**config.mk**
```make
export PLATFORM = sky130hd
export DESIGN_NAME = flash_mode_ctrl
export DESIGN_NICKNAME = d
export VERILOG_FILES = /design/src/rtl/fmc_pkg.sv /design/src/rtl/fmc_access_mon.sv /design/src/rtl/fmc_reset_seq.sv /design/src/rtl/fmc_mode_dec.sv /design/src/rtl/flash_mode_ctrl.sv
export SDC_FILE = /design/constraint.sdc
export NUM_CORES = 1
export LEC_CHECK = 0
export BUFFER_PORTS_ARGS = -buffer_cell sky130_fd_sc_hd__buf_4
export CAP_MARGIN = 20
export CORE_ASPECT_RATIO = 1.2
export CORE_MARGIN = 4
export CORE_UTILIZATION = 40
export CTS_CLUSTER_DIAMETER = 50
export DETAILED_ROUTE_END_ITERATION = 12
export GPL_ROUTABILITY_DRIVEN = 0
export PLACE_DENSITY = 0.66
export SKIP_CTS_REPAIR_TIMING = 1
export SYNTH_ARGS = -nofsm -noshare
export SYNTH_HDL_FRONTEND = slang
export SYNTH_SLANG_ARGS = --single-unit
```
**constraint.sdc**
```tcl
create_clock -name clk -period 3.6 [get_ports clk]
set_clock_uncertainty 0.2 [all_clocks]
set_input_delay 0.72 -clock clk [delete_from_list [all_inputs] [get_ports clk]]
set_output_delay 0.72 -clock clk [all_outputs]
set_load 0.02 [all_outputs]
```
**src/rtl/fmc_pkg.sv**
```systemverilog
// Package: shared mode encoding for the flash bus-side mode controller.
// Assumes: the numeric codes are visible on the top-level mode port.
package fmc_pkg;

    typedef enum logic [2:0] {
        FMC_ACTIVE  = 3'd0,
        FMC_STANDBY = 3'd1,
        FMC_SLEEP   = 3'd2,
        FMC_RESET   = 3'd3,
        FMC_RECOVER = 3'd4
    } fmc_mode_e;

endpackage

```
**src/rtl/fmc_access_mon.sv**
```systemverilog
// Module: fmc_access_mon
// Tracks address stability for automatic sleep and the access time of the
// current read. The address is captured every edge. A differing sample
// restarts both counters. The sleep counter runs independently of the bus
// strobes. The access counter only runs while the read path is selected.
// Assumes: addr is synchronous to clk; T_ACC >= 1; SLEEP_MARGIN >= 1.
module fmc_access_mon #(
    parameter int AW           = 4,
    parameter int T_ACC        = 3,
    parameter int SLEEP_MARGIN = 2
) (
    input  logic          clk,
    input  logic          rst_n,
    input  logic [AW-1:0] addr,
    input  logic          rd_sel,
    output logic          sleep_hit,
    output logic          data_valid,
    output logic          hold_load
);

    localparam int SLEEP_CYC = T_ACC + SLEEP_MARGIN;
    localparam int SW        = $clog2(SLEEP_CYC + 1);
    localparam int CW        = $clog2(T_ACC + 1);

    logic [AW-1:0] addr_q;
    logic [SW-1:0] stab_cnt;
    logic [CW-1:0] acc_cnt;
    logic          valid_q;
    logic          addr_moved;

    // Compare the live address against the last captured one.
    always_comb addr_moved = (addr != addr_q);

    // Capture the address and count edges on which it stayed unchanged.
    always_ff @(posedge clk) begin
        if (!rst_n) begin
            addr_q   <= '0;
            stab_cnt <= '0;
        end else if (addr_moved) begin
            addr_q   <= addr;
            stab_cnt <= '0;
        end else if (stab_cnt != SW'(SLEEP_CYC)) begin
            stab_cnt <= stab_cnt + 1'b1;
        end
    end

    // Count access cycles of the selected read, restarting on any address move.
    always_ff @(posedge clk) begin
        if (!rst_n) begin
            acc_cnt <= '0;
        end else if (addr_moved || !rd_sel) begin
            acc_cnt <= '0;
        end else if (acc_cnt != CW'(T_ACC)) begin
            acc_cnt <= acc_cnt + 1'b1;
        end
    end

    // Remember last cycle's valid flag to form the latch load strobe.
    always_ff @(posedge clk) begin
        if (!rst_n) begin
            valid_q <= 1'b0;
        end else begin
            valid_q <= data_valid;
        end
    end

    // Derive the sleep, valid and load indications from the counters.
    always_comb begin
        sleep_hit  = (stab_cnt == SW'(SLEEP_CYC));
        data_valid = (acc_cnt == CW'(T_ACC));
        hold_load  = data_valid && !valid_q;
    end

endmodule

```
**src/rtl/fmc_reset_seq.sv**
```systemverilog
// Module: fmc_reset_seq
// Filters the hardware reset pin against a minimum low width. It sequences
// the reset-active, post-reset recovery and internal ready-completion
// windows. The completion length is chosen by whether the embedded engine
// was busy on the edge that validated the pulse.
// Assumes: hw_reset_n is synchronous to clk; all time parameters >= 1.
module fmc_reset_seq #(
    parameter int T_RP       = 4,
    parameter int T_RDY_BUSY = 12,
    parameter int T_RDY_IDLE = 5,
    parameter int T_RH       = 3
) (
    input  logic clk,
    input  logic rst_n,
    input  logic hw_reset_n,
    input  logic engine_busy,
    output logic rst_active,
    output logic recovering,
    output logic int_busy
);

    localparam int RDY_MAX = (T_RDY_BUSY > T_RDY_IDLE) ? T_RDY_BUSY : T_RDY_IDLE;
    localparam int LW      = $clog2(T_RP + 1);
    localparam int RW      = $clog2(RDY_MAX + 1);
    localparam int HW      = $clog2(T_RH + 1);

    logic [LW-1:0] lo_cnt;
    logic [RW-1:0] rdy_cnt;
    logic [HW-1:0] rh_cnt;
    logic          act_q;
    logic          pulse_ok;

    // The current low sample completes the minimum pulse width.
    always_comb pulse_ok = !hw_reset_n && !act_q && (lo_cnt == LW'(T_RP - 1));

    // Count consecutive low samples of the pin, saturating at the minimum width.
    always_ff @(posedge clk) begin
        if (!rst_n) begin
            lo_cnt <= '0;
        end else if (hw_reset_n) begin
            lo_cnt <= '0;
        end else if (lo_cnt != LW'(T_RP)) begin
            lo_cnt <= lo_cnt + 1'b1;
        end
    end

    // Hold the reset-active state from validation until the pin returns high.
    always_ff @(posedge clk) begin
        if (!rst_n) begin
            act_q <= 1'b0;
        end else if (pulse_ok) begin
            act_q <= 1'b1;
        end else if (hw_reset_n) begin
            act_q <= 1'b0;
        end
    end

    // Run the recovery window after a valid pulse ends.
    always_ff @(posedge clk) begin
        if (!rst_n) begin
            rh_cnt <= '0;
        end else if (hw_reset_n && act_q) begin
            rh_cnt <= HW'(T_RH);
        end else if (rh_cnt != '0) begin
            rh_cnt <= rh_cnt - 1'b1;
        end
    end

    // Time internal reset completion, longer if an operation was aborted.
    always_ff @(posedge clk) begin
        if (!rst_n) begin
            rdy_cnt <= '0;
        end else if (pulse_ok) begin
            rdy_cnt <= engine_busy ? RW'(T_RDY_BUSY) : RW'(T_RDY_IDLE);
        end else if (rdy_cnt != '0) begin
            rdy_cnt <= rdy_cnt - 1'b1;
        end
    end

    // Expose the sequencing state.
    always_comb begin
        rst_active = act_q;
        recovering = (rh_cnt != '0);
        int_busy   = (rdy_cnt != '0);
    end

endmodule

```
**src/rtl/fmc_mode_dec.sv**
```systemverilog
// Module: fmc_mode_dec
// Purely combinational decode of the operating mode and the bus-side
// enables. Priority: reset, recovery, standby, sleep, active. A deselected
// device with a running engine stays active.
// Assumes: all inputs are registered state or synchronous bus inputs.
module fmc_mode_dec
    import fmc_pkg::*;
(
    input  logic      ce_n,
    input  logic      oe_n,
    input  logic      we_n,
    input  logic      hw_reset_n,
    input  logic      engine_busy,
    input  logic      rst_active,
    input  logic      recovering,
    input  logic      int_busy,
    input  logic      sleep_hit,
    output fmc_mode_e mode,
    output logic      rd_sel,
    output logic      dout_oe,
    output logic      wr_accept,
    output logic      ready
);

    logic rd_block;

    // Reads are refused while the pin is low, in reset and during recovery.
    always_comb rd_block = !hw_reset_n || rst_active || recovering;

    // Select the mode by fixed priority.
    always_comb begin
        if (rst_active) begin
            mode = FMC_RESET;
        end else if (recovering) begin
            mode = FMC_RECOVER;
        end else if (ce_n && !engine_busy) begin
            mode = FMC_STANDBY;
        end else if (sleep_hit && !ce_n) begin
            mode = FMC_SLEEP;
        end else begin
            mode = FMC_ACTIVE;
        end
    end

    // Form the data, write and ready outputs.
    always_comb begin
        rd_sel    = !ce_n && !rd_block;
        dout_oe   = rd_sel && !oe_n;
        wr_accept = !ce_n && !we_n && hw_reset_n && !rst_active;
        ready     = !engine_busy && !int_busy;
    end

endmodule

```
**src/rtl/flash_mode_ctrl.sv**
```systemverilog
// Module: flash_mode_ctrl (top)
// Bus-side mode and hardware-reset controller of a parallel NOR flash.
// It joins the access/sleep monitor, the reset sequencer and the mode
// decoder. cmd_reset holds the command state machine in array-read mode
// while a valid reset pulse is active.
// Assumes: every input is synchronous to clk; time parameters in cycles.
module flash_mode_ctrl #(
    parameter int AW           = 4,
    parameter int T_ACC        = 3,
    parameter int SLEEP_MARGIN = 2,
    parameter int T_RP         = 4,
    parameter int T_RDY_BUSY   = 12,
    parameter int T_RDY_IDLE   = 5,
    parameter int T_RH         = 3
) (
    input  logic          clk,
    input  logic          rst_n,
    input  logic          ce_n,
    input  logic          oe_n,
    input  logic          we_n,
    input  logic          hw_reset_n,
    input  logic [AW-1:0] addr,
    input  logic          engine_busy,
    output logic          dout_oe,
    output logic          wr_accept,
    output logic          data_valid,
    output logic          hold_load,
    output logic          ready,
    output logic          cmd_reset,
    output logic [2:0]    mode
);

    import fmc_pkg::*;

    logic      rst_active;
    logic      recovering;
    logic      int_busy;
    logic      sleep_hit;
    logic      rd_sel;
    fmc_mode_e mode_e;

    fmc_access_mon #(
        .AW           (AW),
        .T_ACC        (T_ACC),
        .SLEEP_MARGIN (SLEEP_MARGIN)
    ) access_i (
        .clk        (clk),
        .rst_n      (rst_n),
        .addr       (addr),
        .rd_sel     (rd_sel),
        .sleep_hit  (sleep_hit),
        .data_valid (data_valid),
        .hold_load  (hold_load)
    );

    fmc_reset_seq #(
        .T_RP       (T_RP),
        .T_RDY_BUSY (T_RDY_BUSY),
        .T_RDY_IDLE (T_RDY_IDLE),
        .T_RH       (T_RH)
    ) rstseq_i (
        .clk         (clk),
        .rst_n       (rst_n),
        .hw_reset_n  (hw_reset_n),
        .engine_busy (engine_busy),
        .rst_active  (rst_active),
        .recovering  (recovering),
        .int_busy    (int_busy)
    );

    fmc_mode_dec dec_i (
        .ce_n        (ce_n),
        .oe_n        (oe_n),
        .we_n        (we_n),
        .hw_reset_n  (hw_reset_n),
        .engine_busy (engine_busy),
        .rst_active  (rst_active),
        .recovering  (recovering),
        .int_busy    (int_busy),
        .sleep_hit   (sleep_hit),
        .mode        (mode_e),
        .rd_sel      (rd_sel),
        .dout_oe     (dout_oe),
        .wr_accept   (wr_accept),
        .ready       (ready)
    );

    // Drive the plain-typed mode port and the command reset level.
    always_comb begin
        mode      = mode_e;
        cmd_reset = rst_active;
    end

endmodule

```
# Word level (Yosys, flattened, before mapping)
# Index checks and enable logic that the tools add are counted.
# word_totals
register_bits,20
inputBits,11
out_inout_bits,9
wordCells,65
# classes
addsub,5
eq_ne,7
mux,11
n_bitwise,1
reduce_logical,33
# ops
cell,count
$logic_and 1x1->1,12
$mux 4,3
$logic_not 1->1,10
$mux 3,3
$reduce_bool 2->1,4
$add 3x1->3 const B,2
$mux 2,3
$ne 3x3->1 const B,2
$reduce_or 2->1,3
$ne 4x4->1,1
$reduce_bool 4->1,1
$sub 4x1->4 const B,1
$eq 3x2->1 const B,1
$eq 3x3->1 const B,1
$logic_or 1x1->1,3
$add 2x1->2 const B,1
$eq 2x2->1 const B,1
$mux 1,2
$ne 2x2->1 const B,1
$sub 2x1->2 const B,1
$not 1->1,1

# Logic depth before layout (Yosys ltp)
# Gate-level depths: netlist of the first run.
# logic_depth
depth_word,8
ltp_mapped,7
depth_no_buf,6

# Modules after synthesis
# From an unflattened synthesis of the first run, not the netlist that was laid out.
# unflattened
hier_cells,107
hier_area_um2,1011.0
# by_module_without_submodules
mod,instances,cells_each,area_per_inst_um2,seq_area_each_um2
fmc_reset_seq,1,57,524.3,200.2
fmc_access_mon,1,40,424.2,200.2
fmc_mode_dec,1,10,62.6,0.0

# Least setup slack after synthesis of the first run
# Ideal clock, no wire load.
# synth_path
kind,reg2out
start,register rstseq_i.rdy_cnt[0]
end,output port ready
arrival_ns,1.318
required_time_ns,2.680
setup_slack_ns,1.362
stages_incl_launch_ff,6
path_buffers,1
path_cell_list,dfxtp_1 inv_1 ha_1 or3b_1 buf_6 nor2_1
# synth_via
elab_chain_cells,3
# synth_rtl
element,line,source
"start, declared",fmc_reset_seq.sv:28,logic [RW-1:0] rdy_cnt;
"start signal, assigned",fmc_reset_seq.sv:74,rdy_cnt <= engine_busy ? RW'(T_RDY_BUSY) : RW'(T_RDY_IDLE);
"start signal, assigned",fmc_reset_seq.sv:76,rdy_cnt <= rdy_cnt - 1'b1;
$reduce_bool 4->1,fmc_reset_seq.sv:84,int_busy = (rdy_cnt != '0);
$logic_not 1->1,fmc_mode_dec.sv:50,ready = !engine_busy && !int_busy;
$logic_and 1x1->1,fmc_mode_dec.sv:50,
"end, declared",flash_mode_ctrl.sv:28,"output logic ready,"
# Every way passes these cells.

# Worst setup path in the final report of the first run
# Same ends and word-level chain as after synthesis.

==> results of run 1 <==
## cell usage after synthesis (all sizes together)
| cell | n |
|---|---|
| nand2 | 10 |
| o2111a | 2 |
| a21oi | 2 |
| xor2 | 3 |
| ha | 9 |
| a41o | 1 |
| o21ai | 2 |
| nor2b | 1 |
| buf | 1 |
| or2b | 1 |
| a222oi | 1 |
| xnor2 | 4 |
| nand3 | 3 |
| and4 | 1 |
| and2 | 6 |
| nand4 | 1 |
| mux2 | 2 |
| nor2 | 14 |
| a211oi | 1 |
| a21boi | 3 |
| or3b | 1 |
| nor3 | 3 |
| clkbuf | 1 |
| mux2i | 2 |
| dfxtp | 20 |
| o21bai | 1 |
| nand2b | 2 |
| inv | 13 |
## power by group through the flow
stage	logic, mW	clock network (mW)	registers, mW
detailed placement	0.265	0	0.283
floorplan	0.216	0	0.278
finish	0.264	0.130	0.278
global placement	0.254	0	0.281
CTS	0.268	0.134	0.277
global route	0.299	0.146	0.282
## cells by family after synthesis
logic type	after synthesis	share of synthesized area [%]
xor+xnor	7	6.83
compound gates	13	10.4
flops	20	39.7
simple gates	43	21.3
buf+inv	15	6.33
fa+ha+maj	9	11.2
mux	4	4.22
## placed cells by master, fill, tap and decap left out, types with 2 or more instances in the layout
master     n
a21boi_0   3
a21oi_1    2
and2_1     5
buf_4     19
clkbuf_4   3
dfxtp_1   20
ha_1       9
inv_1     13
mux2_2     2
mux2i_1    2
nand2_1   10
nand2b_1   2
nand3_1    2
nor2_1    14
nor3_1     3
o2111a_1   2
o21ai_0    2
xnor2_1    3
xor2_1     3
## stage by stage
stage	total power [mW]	hold WS, ns
floorplan	0.494	0.260
global placement	0.535	0.278
detailed placement	0.547	0.293
CTS	0.679	0.308
global route	0.728	0.323
finish	0.672	0.308
## area by class of cell
type	count	area, sq um
sequential	20	400
multi-input combinational	76	544
fill	220	1140
inverter	13	48.8
timing repair buffer	19	143
clock buffer	4	36.3
tap	31	38.8
## worst max-delay path, stage by stage (launching register included)
cell	delay, ns
dfxtp_1	0.36
inv_1	0.10
ha_1	0.17
or3b_1	0.46
nor2_1	0.12
buf_4	0.15
## state kept, by name, indices dropped and copies added, names as in the netlist
register,cells
access_i.addr_q,4
rstseq_i.rdy_cnt,4
access_i.stab_cnt,3
rstseq_i.lo_cnt,3
access_i.acc_cnt,2
rstseq_i.rh_cnt,2
access_i.valid_q,1
rstseq_i.rst_active,1
## metal layers
metal  track usage [%]  part of all wire [%]  vias to the layer above  wire, um
met1              15.4                    46                      358       854
met4              6.71                   2.3                        0        43
met2              19.2                    47                       14       879
met3              1.67                   4.4                        5        81
li1                  -                     -                      405         -
met5                 0                     0                        -         0
## worst max-delay path by stage
stage	from	endpoint	slack (ns)	cells after the start
floorplan	rstseq_i.rdy_cnt[0]	ready	1.36	5
global placement	ce_n	dout_oe	1.35	5
global route	rstseq_i.rdy_cnt[0]	ready	0.91	5
CTS	rstseq_i.rdy_cnt[0]	ready	1.00	5
detailed placement	ce_n	dout_oe	1.32	5
finish	rstseq_i.rdy_cnt[0]	ready	1.02	5
==> impl_summary.txt, run 1 <==
----------------------------------------------------
[Power and ir drop]
  Power dissipated by switching net loads ... 0.222 mW
  Portion of total power attributed to combinational logic ... 39.3%
  Power per Cell Area ... 555 nW/um^2
  Switching share of total power ... 33.1%
  Clock network fraction of design power ... 19.4%
  Portion of total power attributed to sequential cells ... 41.3%
  Reported leakage power ... 0.567 nW
  Internal power ... 0.450 mW
  Largest vdd supply drop ... 387 uV

[Detailed routing]
  Post-DR vias/cell ... 4.80
  Detailed-route wire length ... 1860 um
  ANT nets after route ... 0
  Drt first pass iters ... 4
  Total via count after detailed routing ... 782
  Detailed router's first-iteration violation count ... 8
  DRC violations left ... 0
  Routed len/inst ... 11.4 um

[Worst setup path]
  Crit. End Element ... output pin
  Register-to-register setup slack ... 1.83 ns
  Worst Reg-to-Reg Cells ... 6
  CP arrival ... 1.66 ns
  Category of the worst setup path launch point ... register
  Endpoint of the worst register-to-register path ... rstseq_i.rdy_cnt[0]
  Critical R2R Launch ... rstseq_i.rdy_cnt[0]
  Worst Path Max Fanout ... 5
  Type of the setup path with the least slack ... reg -> out
  Req. time, crit path ... 2.68 ns

[Finish]
  Final standard cell utilization of the core ... 51.5%
  Relative area change from synthesis to final layout ... 20.1%
  Proportion of layout cells with a drive suffix above 1 ... 22.7%
  Non-filler cells in the finished layout ... 163
  Post-layout net count ... 153
  Antenna diode count ... 0
  Design Area, Final ... 1210 sq um

[Timing]
  Setup-failing EPs final ... 0
  Final setup slack of the worst path ... 1.02 ns
  Hold violation total from the final report ... 0
  RSZ-0062 raised after global routing ... false
  FMAX ... 388 MHz
  Slew at the pin closest to its max-slew limit ... 0.427 ns
  Setup TNS ... 0 ns
  Max Transition Viols Final ... 0
  Relative slew slack ... 71.6%
  Tmin final ... 2.58 ns
  Share of the clock period used by the worst path after layout ... 71.7%

[Global route]
  Maximum number of pins on one net before global-route repair ... 15
  Wire length of the first global-routing pass ... 3170 um
  Number of antenna violations at the first check in global routing ... 0
  Congestion Overflow GR ... 0
  Via count of the first global-routing pass ... 744
  GRT Total Usage ... 12.2%

[Floorplanning]
  Starting utilization of the core area ... 42.8%
  Die boundary height ... 63.0 um
  Full die area ... 3390 sq um
  X dimension of the die ... 53.8 um
  Core ar. ... 2350 sq um
  Number of standard-cell rows in the floorplan ... 19
  Num ports ... 20

[Place]
  Detailed placer's ending HPWL ... 1430 um
  Total instance count after detailed placement ... 159
  Post-DP Area ... 1170 sq um
  I/O Buffers ... 19
  Pre-CTS setup slack ... 1.32 ns

[Clocking]
  Clock input transition at the sequential cells of the worst setup and hold paths ... 0.10 ns
  Root buffer selected by CTS ... clkbuf_4
  Number of clock sinks ... 20
  Number of H-tree branching levels ... 1
  Maximum root-to-sink buffer count ... 2
  Clock network latency to the later pin of the worst-skew pair ... 0.30 ns
  TritonCTS clock tree ... yes
  Total clock buffers created by CTS ... 3

[Worst hold path]
  Class of the most critical hold timing path ... reg -> reg
  Hold Path Origin ... rstseq_i.lo_cnt[1]
  Destination of the worst hold path ... rstseq_i.lo_cnt[1]
  Cells on Worst Hold Path ... 2

[Synthesis]
  Number of library cell types mapped by synthesis ... 31
  Number of nets produced by synthesis ... 131
  Mean Syn Cell Area ... 9.09 sq um
  Top area cells in the synthesized netlist ... dfxtp_1 40%, ha_1 11%, nor2_1 5.2%
  Post-synthesis register bit count ... 20
  Biggest area consumer among synthesized cells ... dfxtp_1
  Sequential area share after synthesis ... 39.7%
  Share of the synthesized area in the top cell type ... 39.7%
  Synthesized instance count ... 111
  Number of warnings reported in the yosys synthesis log ... 0
  Post-Synthesis Cell Area ... 1010 sq um

[Job]
  Number of maximum-capacitance constraint violations ... 0

[Outcome]
  Outcome ... complete, no violations

----------------------------------------------------
(Power assumes the default switching activity.)
==> inputs of run 2 (changes only) <==
Settings changed: PLACE_DENSITY 0.66 to 0.68.
Clock period 3.6 ns to 2.3 ns, I/O delays scaled along.
==> run 2 against run 1 <==
Net effect: core utilization increased by 0.80 points; first-iteration DRC count up 88%; clock power rose by 52%; cell area grew 1.5%; via count is 0.38% higher; sequential power is 57% higher; critical path depth unchanged; critical path type unchanged.
==> impl_summary.txt, run 2 (same netlist as run 1, synthesis figures left out) <==
----------------------------------------------------
[Outcome]
  Outcome ... complete, no violations

[Timing]
  Slew at the pin closest to its max-slew limit ... 0.394 ns (-0.0328 ns)
  Max Transition Viols Final ... 0 (unchanged)
  Final setup slack of the worst path ... 0.105 ns (-0.915 ns)
  FMAX ... 455 MHz
  Share of the clock period used by the worst path after layout ... 95.5%
  Hold violation total from the final report ... 0 (unchanged)
  Setup TNS ... 0 ns (unchanged)
  Relative slew slack ... 73.8% (+2.2 points)
  Setup-failing EPs final ... 0 (unchanged)
  Final hold slack ... 0.178 ns (-0.130 ns)
  Tmin final ... 2.20 ns

[Floorplanning]
  Full die area ... 3390 sq um (unchanged)
  X dimension of the die ... 53.8 um (unchanged)
  Starting utilization of the core area ... 42.8% (unchanged)
  Die boundary height ... 63.0 um (unchanged)
  Core ar. ... 2350 sq um (unchanged)
  Num ports ... 20 (unchanged)
  Number of standard-cell rows in the floorplan ... 19 (unchanged)

[Global route]
  Number of antenna violations at the first check in global routing ... 0 (unchanged)
  Maximum number of pins on one net before global-route repair ... 15 (unchanged)
  Via count of the first global-routing pass ... 758 (+1.9%)
  Wire length of the first global-routing pass ... 2990 um (-5.7%)
  Congestion Overflow GR ... 0 (unchanged)
  GRT Total Usage ... 11.5% (-0.77 points)

[Worst setup path]
  Worst Reg-to-Reg Cells ... 7 (+1)
  CP arrival ... 1.54 ns (-0.12 ns)
  Type of the setup path with the least slack ... reg -> out
  Crit. End Element ... output pin
  Req. time, crit path ... 1.64 ns (-1.04 ns)
  Worst Path Max Fanout ... 4 (-1)
  Category of the worst setup path launch point ... register

[Detailed routing]
  Routed len/inst ... 10.5 um (-7.9%)
  Detailed router's first-iteration violation count ... 15 (+7)
  Total via count after detailed routing ... 785 (+0.38%)
  Drt first pass iters ... 4 (unchanged)
  Detailed-route wire length ... 1730 um (-6.7%)
  Post-DR vias/cell ... 4.76 (-0.83%)
  DRC violations left ... 0 (unchanged)
  ANT nets after route ... 0 (unchanged)

[Finish]
  Final standard cell utilization of the core ... 52.3% (+0.80 points)
  Post-layout net count ... 155 (+1.3%)
  Commonest cells after routing, fill and taps aside ... 21 x buf_4, 19 x dfxtp_1, 14 x nor2_1
  Leading cell type in the layout, fill and taps excluded ... buf_4
  Design Area, Final ... 1230 sq um (+1.5%)
  Leading registers by flop count ... access_i.addr_q x4, rstseq_i.rdy_cnt x4
  Non-filler cells in the finished layout ... 165 (+1.2%)
  Antenna diode count ... 0 (unchanged)
  Relative area change from synthesis to final layout ... 22.0%
  Proportion of layout cells with a drive suffix above 1 ... 25.4% (+2.6 points)

[Place]
  Pre-CTS setup slack ... 0.342 ns (-0.979 ns)
  Total instance count after detailed placement ... 159 (unchanged)
  Post-DP Area ... 1170 sq um (unchanged)
  Detailed placer's ending HPWL ... 1410 um (-1.4%)
  I/O Buffers ... 19 (unchanged)

[Job]
  Number of maximum-capacitance constraint violations ... 0 (unchanged)

[Clocking]
  Total clock buffers created by CTS ... 3 (unchanged)
  Root buffer selected by CTS ... clkbuf_4
  Clock input transition at the sequential cells of the worst setup and hold paths ... 0.10 ns (about the same)
  Maximum root-to-sink buffer count ... 2 (unchanged)
  Number of H-tree branching levels ... 1 (unchanged)
  Clock network latency to the later pin of the worst-skew pair ... 0.29 ns (about the same)
  TritonCTS clock tree ... yes
  Number of clock sinks ... 20 (unchanged)

[Worst hold path]
  Cells on Worst Hold Path ... 2 (unchanged)
  Class of the most critical hold timing path ... in -> reg

[Power and ir drop]
  Largest vdd supply drop ... 435 uV (+12%)
  Power per Cell Area ... 891 nW/um^2 (+61%)
  Reported leakage power ... 0.577 nW (+1.7%)
  Total design power ... 1.10 mW (+63%)

----------------------------------------------------
## run 2: cell types whose count changed in the layout (fill, tap and decap cells not counted)
cell | before | now
buf_4 | 19 | 21
dfxtp_2 | 0 | 1
dfxtp_1 | 20 | 19
or3b_1 | 1 | 0
or3b_4 | 0 | 1
## run 2: final cells by class
class,count,area [sq um]
inverters,13,48.8
clock buffers,4,36.3
repair buffers,21,158
well taps,31,38.8
fillers,222,1120
flip-flops and latches,20,402
multi-input cells,76,547
## run 2: critical path, stage by stage, from the launching register on
cell     delay (ns)
dfxtp_2        0.35
inv_1          0.08
ha_1           0.17
or3b_4         0.41
nor2_1         0.09
buf_4          0.14
## run 2: power by group
| group | leakage [nW] | switching (mW) | internal, mW |
|---|---|---|---|
| Sequential | 0.164 | 0.0363 | 0.400 |
| Clock | 0.0210 | 0.102 | 0.0965 |
| Combinational | 0.392 | 0.209 | 0.252 |
| Total | 0.577 | 0.347 | 0.749 |
## run 2: routing by layer
layer	GRT usage, %	vias to the layer above	routed length [um]
met5	0	-	0
met4	4.79	0	29
met3	2.39	5	79
met2	19.5	15	880
met1	13.2	352	743
li1	-	413	-
## run 2: worst paths after layout
| kind | slack (ns) | start | to |
|---|---|---|---|
| worst max-delay path | 0.10 | rstseq_i.rdy_cnt[0] | ready |
| worst min-delay path | 0.18 | addr[3] | access_i.addr_q[3] |
| worst max register to register | 0.51 | rstseq_i.rdy_cnt[0] | rstseq_i.rdy_cnt[0] |
| worst min register to register | 0.31 | rstseq_i.lo_cnt[1] | rstseq_i.lo_cnt[1] |
